`config.mk`:
```
export PLATFORM = sky130hd
export DESIGN_NAME = dual_gpio
export DESIGN_NICKNAME = d
export VERILOG_FILES = /design/src/rtl/dual_gpio_pkg.sv /design/src/rtl/gpio_sync.sv /design/src/rtl/gpio_in_capture.sv /design/src/rtl/gpio_out_reg.sv /design/src/rtl/dual_gpio.sv
export SDC_FILE = /design/constraint.sdc
export NUM_CORES = 1
export LEC_CHECK = 0
export ABC_AREA = 0
export CAP_MARGIN = 5
export CORE_AREA = 2 2 67 69
export CTS_BUF_LIST = sky130_fd_sc_hd__clkbuf_16
export DETAILED_ROUTE_END_ITERATION = 10
export DIE_AREA = 0 0 69 71
export DONT_BUFFER_PORTS = 1
export PLACE_DENSITY = 0.59
export SYNTH_ARGS = -nofsm -noshare
export SYNTH_HDL_FRONTEND = slang
export SYNTH_SLANG_ARGS = --single-unit
```
`constraint.sdc`:
```
create_clock -name clk_i -period 0.8 [get_ports clk_i]
set_input_delay 0 -clock clk_i [delete_from_list [all_inputs] [get_ports clk_i]]
set_output_delay 0 -clock clk_i [all_outputs]
set_load 0.02 [all_outputs]
```
`src/rtl/dual_gpio_pkg.sv`:
```
package dual_gpio_pkg;
  localparam int unsigned BUS_W = 32;
  localparam int unsigned OUT_OFS = 'h00;
  localparam int unsigned IN_OFS  = 'h20;
  localparam logic [BUS_W-1:0] IN_RSVD = 32'h0030_0030;
endpackage

```
`src/rtl/gpio_sync.sv`:
```
module gpio_sync #(
  parameter int unsigned W = 32
) (
  input  logic         clk_i,
  input  logic         rst_ni,
  input  logic [W-1:0] d_i,
  output logic [W-1:0] q_o
);
  for (genvar i = 0; i < W; i++) begin : g_bit
    logic s1_q, s2_q;
    always_ff @(posedge clk_i or negedge rst_ni) begin
      if (!rst_ni) begin
        s1_q <= 1'b0;
        s2_q <= 1'b0;
      end else begin
        s1_q <= d_i[i];
        s2_q <= s1_q;
      end
    end
    assign q_o[i] = s2_q;
  end
endmodule

```
`src/rtl/gpio_in_capture.sv`:
```
module gpio_in_capture #(
  parameter int unsigned W = 32,
  parameter logic [W-1:0] KEEP = '1
) (
  input  logic         clk_i,
  input  logic         rst_ni,
  input  logic [W-1:0] pins_i,
  input  logic [W-1:0] en_i,
  output logic [W-1:0] gpi_o,
  output logic         irq_o
);
  logic [W-1:0] pin_s, pin_q, en_q, gpi_q, gpi_d, chg;
  logic         irq_q;

  gpio_sync #(.W(W)) u_sync (
    .clk_i (clk_i),
    .rst_ni(rst_ni),
    .d_i   (pins_i),
    .q_o   (pin_s)
  );

  assign chg = pin_s ^ pin_q;
  // only a level change is captured; a disabled bit is forced low
  assign gpi_d = en_q & KEEP & ((chg & pin_s) | (~chg & gpi_q));

  always_ff @(posedge clk_i or negedge rst_ni) begin
    if (!rst_ni) begin
      pin_q <= '0;
      en_q  <= '0;
      gpi_q <= '0;
      irq_q <= 1'b0;
    end else begin
      pin_q <= pin_s;
      en_q  <= en_i;
      gpi_q <= gpi_d;
      irq_q <= |(gpi_d & ~gpi_q);
    end
  end

  assign gpi_o = gpi_q;
  assign irq_o = irq_q;

  assert_irq_on_rise_R6: assert property (@(posedge clk_i) disable iff (!rst_ni)
    irq_q |-> ((gpi_q & ~$past(gpi_q)) != '0));

  assert_rise_needs_enable_R5: assert property (@(posedge clk_i) disable iff (!rst_ni)
    $rose(irq_q) |-> ((gpi_q & ~$past(gpi_q) & ~$past(en_i, 2)) == '0));

  assert_hold_without_change_R5: assert property (@(posedge clk_i) disable iff (!rst_ni)
    ($past(pin_s) == $past(pin_q)) |-> (gpi_q == ($past(gpi_q) & $past(en_q))));

  assert_drop_clears_R7: assert property (@(posedge clk_i) disable iff (!rst_ni)
    ((gpi_q & ~$past(en_i, 2)) == '0) || !$past(rst_ni, 2) || !$past(rst_ni));
endmodule

```
`src/rtl/gpio_out_reg.sv`:
```
module gpio_out_reg #(
  parameter int unsigned W = 32,
  parameter logic [W-1:0] INIT = '0
) (
  input  logic         clk_i,
  input  logic         rst_ni,
  input  logic         wr_i,
  input  logic [W-1:0] d_i,
  output logic [W-1:0] q_o
);
  always_ff @(posedge clk_i or negedge rst_ni) begin
    if (!rst_ni)   q_o <= INIT;
    else if (wr_i) q_o <= d_i;
  end
endmodule

```
`src/rtl/dual_gpio.sv`:
```
module dual_gpio
  import dual_gpio_pkg::*;
#(
  parameter int unsigned NUM_PINS = 32,
  parameter bit          IS_INPUT = 1'b0,
  parameter logic [31:0] OUT_INIT = 32'h0,
  parameter int unsigned ADDR_W   = 8
) (
  input  logic                clk_i,
  input  logic                rst_ni,
  input  logic                req_i,
  input  logic                we_i,
  input  logic [ADDR_W-1:0]   addr_i,
  input  logic [BUS_W-1:0]    wdata_i,
  output logic [BUS_W-1:0]    rdata_o,
  input  logic [NUM_PINS-1:0] pins_i,
  output logic [NUM_PINS-1:0] pins_o,
  input  logic [NUM_PINS-1:0] en_mask_i,
  output logic                irq_o
);
  localparam logic [BUS_W-1:0]    PIN_SPAN = {BUS_W{1'b1}} >> (BUS_W - NUM_PINS);
  localparam logic [BUS_W-1:0]    KEEP_W   = PIN_SPAN & ~IN_RSVD;
  localparam logic [NUM_PINS-1:0] KEEP     = KEEP_W[NUM_PINS-1:0];
  localparam logic [ADDR_W-1:0]   A_OUT    = ADDR_W'(OUT_OFS);
  localparam logic [ADDR_W-1:0]   A_IN     = ADDR_W'(IN_OFS);

  initial begin
    if (NUM_PINS < 1 || NUM_PINS > 32) $error("NUM_PINS out of range");
  end

  logic                out_wr, in_rd;
  logic [NUM_PINS-1:0] out_q, gpi, en_gated;

  assign out_wr   = req_i && we_i && (addr_i == A_OUT) && !IS_INPUT;
  assign in_rd    = req_i && !we_i && (addr_i == A_IN);
  assign en_gated = en_mask_i & {NUM_PINS{IS_INPUT}};

  gpio_out_reg #(.W(NUM_PINS), .INIT(OUT_INIT[NUM_PINS-1:0])) u_out (
    .clk_i (clk_i),
    .rst_ni(rst_ni),
    .wr_i  (out_wr),
    .d_i   (wdata_i[NUM_PINS-1:0]),
    .q_o   (out_q)
  );

  gpio_in_capture #(.W(NUM_PINS), .KEEP(KEEP)) u_in (
    .clk_i (clk_i),
    .rst_ni(rst_ni),
    .pins_i(pins_i),
    .en_i  (en_gated),
    .gpi_o (gpi),
    .irq_o (irq_o)
  );

  assign pins_o  = IS_INPUT ? '0 : out_q;
  assign rdata_o = in_rd ? BUS_W'(gpi) : '0;

  assert_out_write_R2: assert property (@(posedge clk_i) disable iff (!rst_ni)
    $past(req_i && we_i && addr_i == A_OUT) |->
      (pins_o == (IS_INPUT ? '0 : $past(wdata_i[NUM_PINS-1:0]))));

  assert_other_write_no_effect_R9: assert property (@(posedge clk_i) disable iff (!rst_ni)
    $past(!(req_i && we_i && addr_i == A_OUT)) |-> $stable(pins_o));
endmodule

```
* Yosys cells after proc, flatten, opt, wreduce, memory -nomap -nowiden
Index checks and enable logic that the tools add are counted.
Widths: inputs -> output; s select.
** Word-level totals
- Register bits after elaboration :: 32
- Latch bits :: 0
- RAM bits :: 0
- Memory bits (read-only) :: 0
- Bits of input ports :: 108
- Output and inout port bits :: 65
- Logic and storage cells :: 4
- Memories :: 0
** Cells by class
- $add $sub $neg :: 0
- $mul :: 0
- Divide/modulo/power cells :: 0
- Order comparisons :: 0
- Equal/unequal tests :: 0
- Shift-type cells :: 0
- Mux-type cells :: 0
- Bitwise operators :: 0
- Reductions and logical operators :: 3
** Operators by type and width (number)
- $logic_not 8->1 :: 1
- $logic_and 1x1->1 :: 2

* Logic depth before layout (Yosys ltp)
- Word-level depth :: 2
- Depth in mapped cells :: 4
- Depth with buffers taken out :: 3

* By module
Synthesis repeated with hierarchy kept, for this count alone.
** Unflattened totals
- Cell total of the unflattened synthesis :: 460
- Area, all modules :: 6929.1 sq um
** Modules (own cells, without submodules)
- gpio_in_capture :: instances 1, cells each 212, area an instance 3071.7 sq um, sequential area each 2127.0 sq um
- gpio_sync :: instances 1, cells each 96, area an instance 1841.8 sq um, sequential area each 1601.5 sq um
- gpio_out_reg :: instances 1, cells each 68, area an instance 1345.0 sq um, sequential area each 800.8 sq um
- dual_gpio :: instances 1, cells each 84, area an instance 670.6 sq um, sequential area each 0.0 sq um

* Least setup slack after synthesis
OpenSTA, ideal clock, no wires.
- Path type :: input -> register
- Start :: input port addr_i[5]
- End :: register u_out.q_o[0]
- Setup time :: 0.125 ns
- Arrival :: 0.915 ns
- Data required time :: 0.675 ns
- Setup slack :: -0.240 ns
- Stages :: 4
- Path buffers :: 1
- Cells stage by stage :: nor4_2 -> nand3_2 -> buf_6 -> mux2_4
** Between the ends
- Cells in the longest elaborated chain, start to end :: 2
** RTL lines
- start, declared :: line dual_gpio.sv:13 : input logic [ADDR_W-1:0] addr_i,
- $logic_not 8->1 :: line dual_gpio.sv:34 : assign out_wr = req_i && we_i && (addr_i == A_OUT) && !IS_INPUT;
- $logic_and 1x1->1 :: line dual_gpio.sv:34
- end signal, assigned :: line gpio_out_reg.sv:13 : else if (wr_i) q_o <= d_i;
- end, declared :: line gpio_out_reg.sv:9 : output logic [W-1:0] q_o
Every way passes these cells.
A chain may end at the register's enable or synchronous reset.

* Worst setup path after layout
- Start :: input port addr_i[5]
- End :: register u_out.q_o[26]
Same word-level chain as after synthesis.

==> results.json <==
{
  "finalCritPeriodShare": 1.05,
  "critPathMaxStageDelay_ns": 0.32,
  "final-hold-violation-count": 0,
  "fin_total_pwr_w": 0.00399,
  "area_growth_pct": 51.1,
  "fin_skew_ns": 0,
  "first_iter_violations": 21,
  "top_register": "u_out.q_o",
  "fillers": 335,
  "crit_slowest_cell": "mux2_4",
  "crit_chain": "nor4_4 > nand3_4 > clkbuf_16 > mux2_4",
  "ant_nets": 0,
  "insertion_delay_ns": 0.27,
  "slew_viol_final": 0,
  "syn_inst": 105,
  "synth_seq_area_share": 0.501,
  "start_util": 0.380,
  "ir_drop_uv": 1040,
  "antenna_found_initial": 0,
  "setup_ws_ns": -0.0419,
  "h-tree-depth": 2,
  "dp.cells": 186,
  "final_layout_size_suffix_gt1_frac": 0.429,
  "p_leak_nw": 1.30,
  "clock.fmax_ghz": 1.19,
  "ys_types": 10,
  "synth.top_cells.by_area": "dfrtp_1, mux2_4, buf_4",
  "synth-seq-cells": 32,
  "place_congestion": 0.690,
  "endpoint_kind": "flop",
  "grt_usage": 0.134,
  "critPathMaxFanout": 16,
  "status": "finished, violations left",
  "setup_viol": 30,
  "grt_max_degree": 33,
  "synth_top_area_cell": "dfrtp_1",
  "io_buffers": 0,
  "drt-wirelength-per-cell_um": 14.8,
  "pin_count": 173,
  "vias": 945,
  "drc_errors": 0,
  "finalNonFillerCells": 229,
  "die_w_um": 69,
  "path_class": "input pin to flop",
  "numCtsBuffers": 5,
  "largest_reg_flops": 32,
  "synth.avg_cell_area_um2": 15.2,
  "clk_pin_slew_ns": 0.05,
  "multi_input_area_um2": 652,
  "dieArea_um2": 4900,
  "hpwl_um": 2080,
  "hold_class": "input pin to async pin",
  "yosysTopAreaCellShare": 0.501,
  "fin_crit_ns": 0.842,
  "viasPerCell": 4.13,
  "cap_violations": 0,
  "first_pass_iters": 3,
  "reg2reg_depth": 1,
  "totalWireLength_um": 3390,
  "die_h_um": 71,
  "clock_sinks": 32,
  "startpoint_type": "input pin",
  "grt-ovfl-total": 0,
  "cts_max_path_buffers": 2,
  "rows": 24,
  "powerDensity_nw_per_um2": 1650,
  "critPathArrivalTime_ns": 0.99,
  "placed_area_um2": 1770,
  "grt_pass1_wl_um": 4990,
  "core_um2": 4200,
  "largest_registers": "u_out.q_o: 32 flops",
  "clock-root-buffer": "clkbuf_16",
  "n_antenna_cell": 0,
  "fin_nets": 284,
  "violations": "setup timing",
  "cts_tree": "yes",
  "cp_data_required_time_ns": 0.95,
  "final_area_um2": 2410,
  "final_util": 0.574,
  "yosys_warnings": 0,
  "grt_pass1_vias": 968,
  "syn_area_um2": 1600,
  "regArea_um2": 801,
  "rsz0062_at_grt": "true"
}
[cell usage after synthesis]
cell type	count
nor2_1	1
nor4_2	1
mux2_4	30
buf_4	33
nand3_2	1
conb_1	1
mux2_2	2
dfrtp_1	32
buf_6	3
and4bb_2	1
[critical path, delay by kind of cell]
family / cells / cell delay [ns]
AND/OR/NAND/NOR: 2 / 0.45
multiplexers: 1 / 0.32
buffers and inverters: 1 / 0.23
[logic make-up after synthesis]
| group | count (synthesis) | synth area share |
|---|---|---|
| other | 1 | 0.00235 |
| AND/OR/NAND/NOR | 4 | 0.0243 |
| multiplexers | 32 | 0.296 |
| flip-flops | 32 | 0.501 |
| buffers and inverters | 36 | 0.176 |
[worst paths after layout]
path | from | end | slack, ns
worst max-delay path | addr_i[5] | u_out.q_o[26]$_DFFE_PN0P_ | -0.04
worst min-delay path | rst_ni | u_out.q_o[30]$_DFFE_PN0P_ | 0.17
worst max register to register | u_out.q_o[27]$_DFFE_PN0P_ | u_out.q_o[27]$_DFFE_PN0P_ | 0.01
worst min register to register | u_out.q_o[13]$_DFFE_PN0P_ | u_out.q_o[13]$_DFFE_PN0P_ | 0.53
max in group asynchronous | rst_ni | u_out.q_o[8]$_DFFE_PN0P_ | 0.45
min in group clk_i | addr_i[6] | u_out.q_o[31]$_DFFE_PN0P_ | 0.23
[timing repair]
action / 4_1_cts / 5_1_grt
gates resized for setup: 31 / 2
endpoints found under the setup margin: 31 / 47
cloned: 0 / 1
hold buffers: 32 / 2
hold endpoints to repair: 64 / 32
buffers inserted: 0 / 0
[cells in the final DEF, fill, tap and decap left out, drive strengths merged]
cell type / count
clkinv: 1
inv: 1
dfrtp: 32
nor2: 1
nor4: 1
clkbuf: 6
nand3: 1
conb: 33
mux2: 32
clkinvlp: 1
buf: 34
dlygate4sd3: 33
and4bb: 1
[metal layers]
metal | GRT usage | vias to the layer above | routed length [µm]
li1 | - | 425 | -
met1 | 0.154 | 437 | 1300
met2 | 0.212 | 77 | 1700
met3 | 0.0712 | 6 | 342
met4 | 0.0523 | 0 | 48
met5 | 0 | - | 0
[layout make-up]
cell class                      count  area share
Timing Repair Buffer               68       0.313
Clock buffer                        5      0.0518
Multi-Input combinational cell     69       0.270
Sequential cell                    32       0.332
Clock inverter                      3     0.00622
Tap cell                           52      0.0270
[power breakdown]
group / internal [W] / switching (W) / leakage [nW]
Clock: 0.00113 / 0.000617 / 0.0687
Combinational: 0.000260 / 0.000288 / 0.786
Sequential: 0.00167 / 0.0000347 / 0.444
[metrics by stage]
stage                     setup TNS [ns]  setup WS [ns]  hold WS [ns]
after CTS                         -0.178        -0.0209        -0.587
after floorplan                    -7.03         -0.233        -0.296
after detailed placement           -8.25         -0.288        -0.295
final                             -0.461        -0.0419         0.174
after global placement             -7.09         -0.243        -0.295
after global routing               -2.08        -0.0645         0.197
No activity file was read; power rests on OpenSTA's default activity.
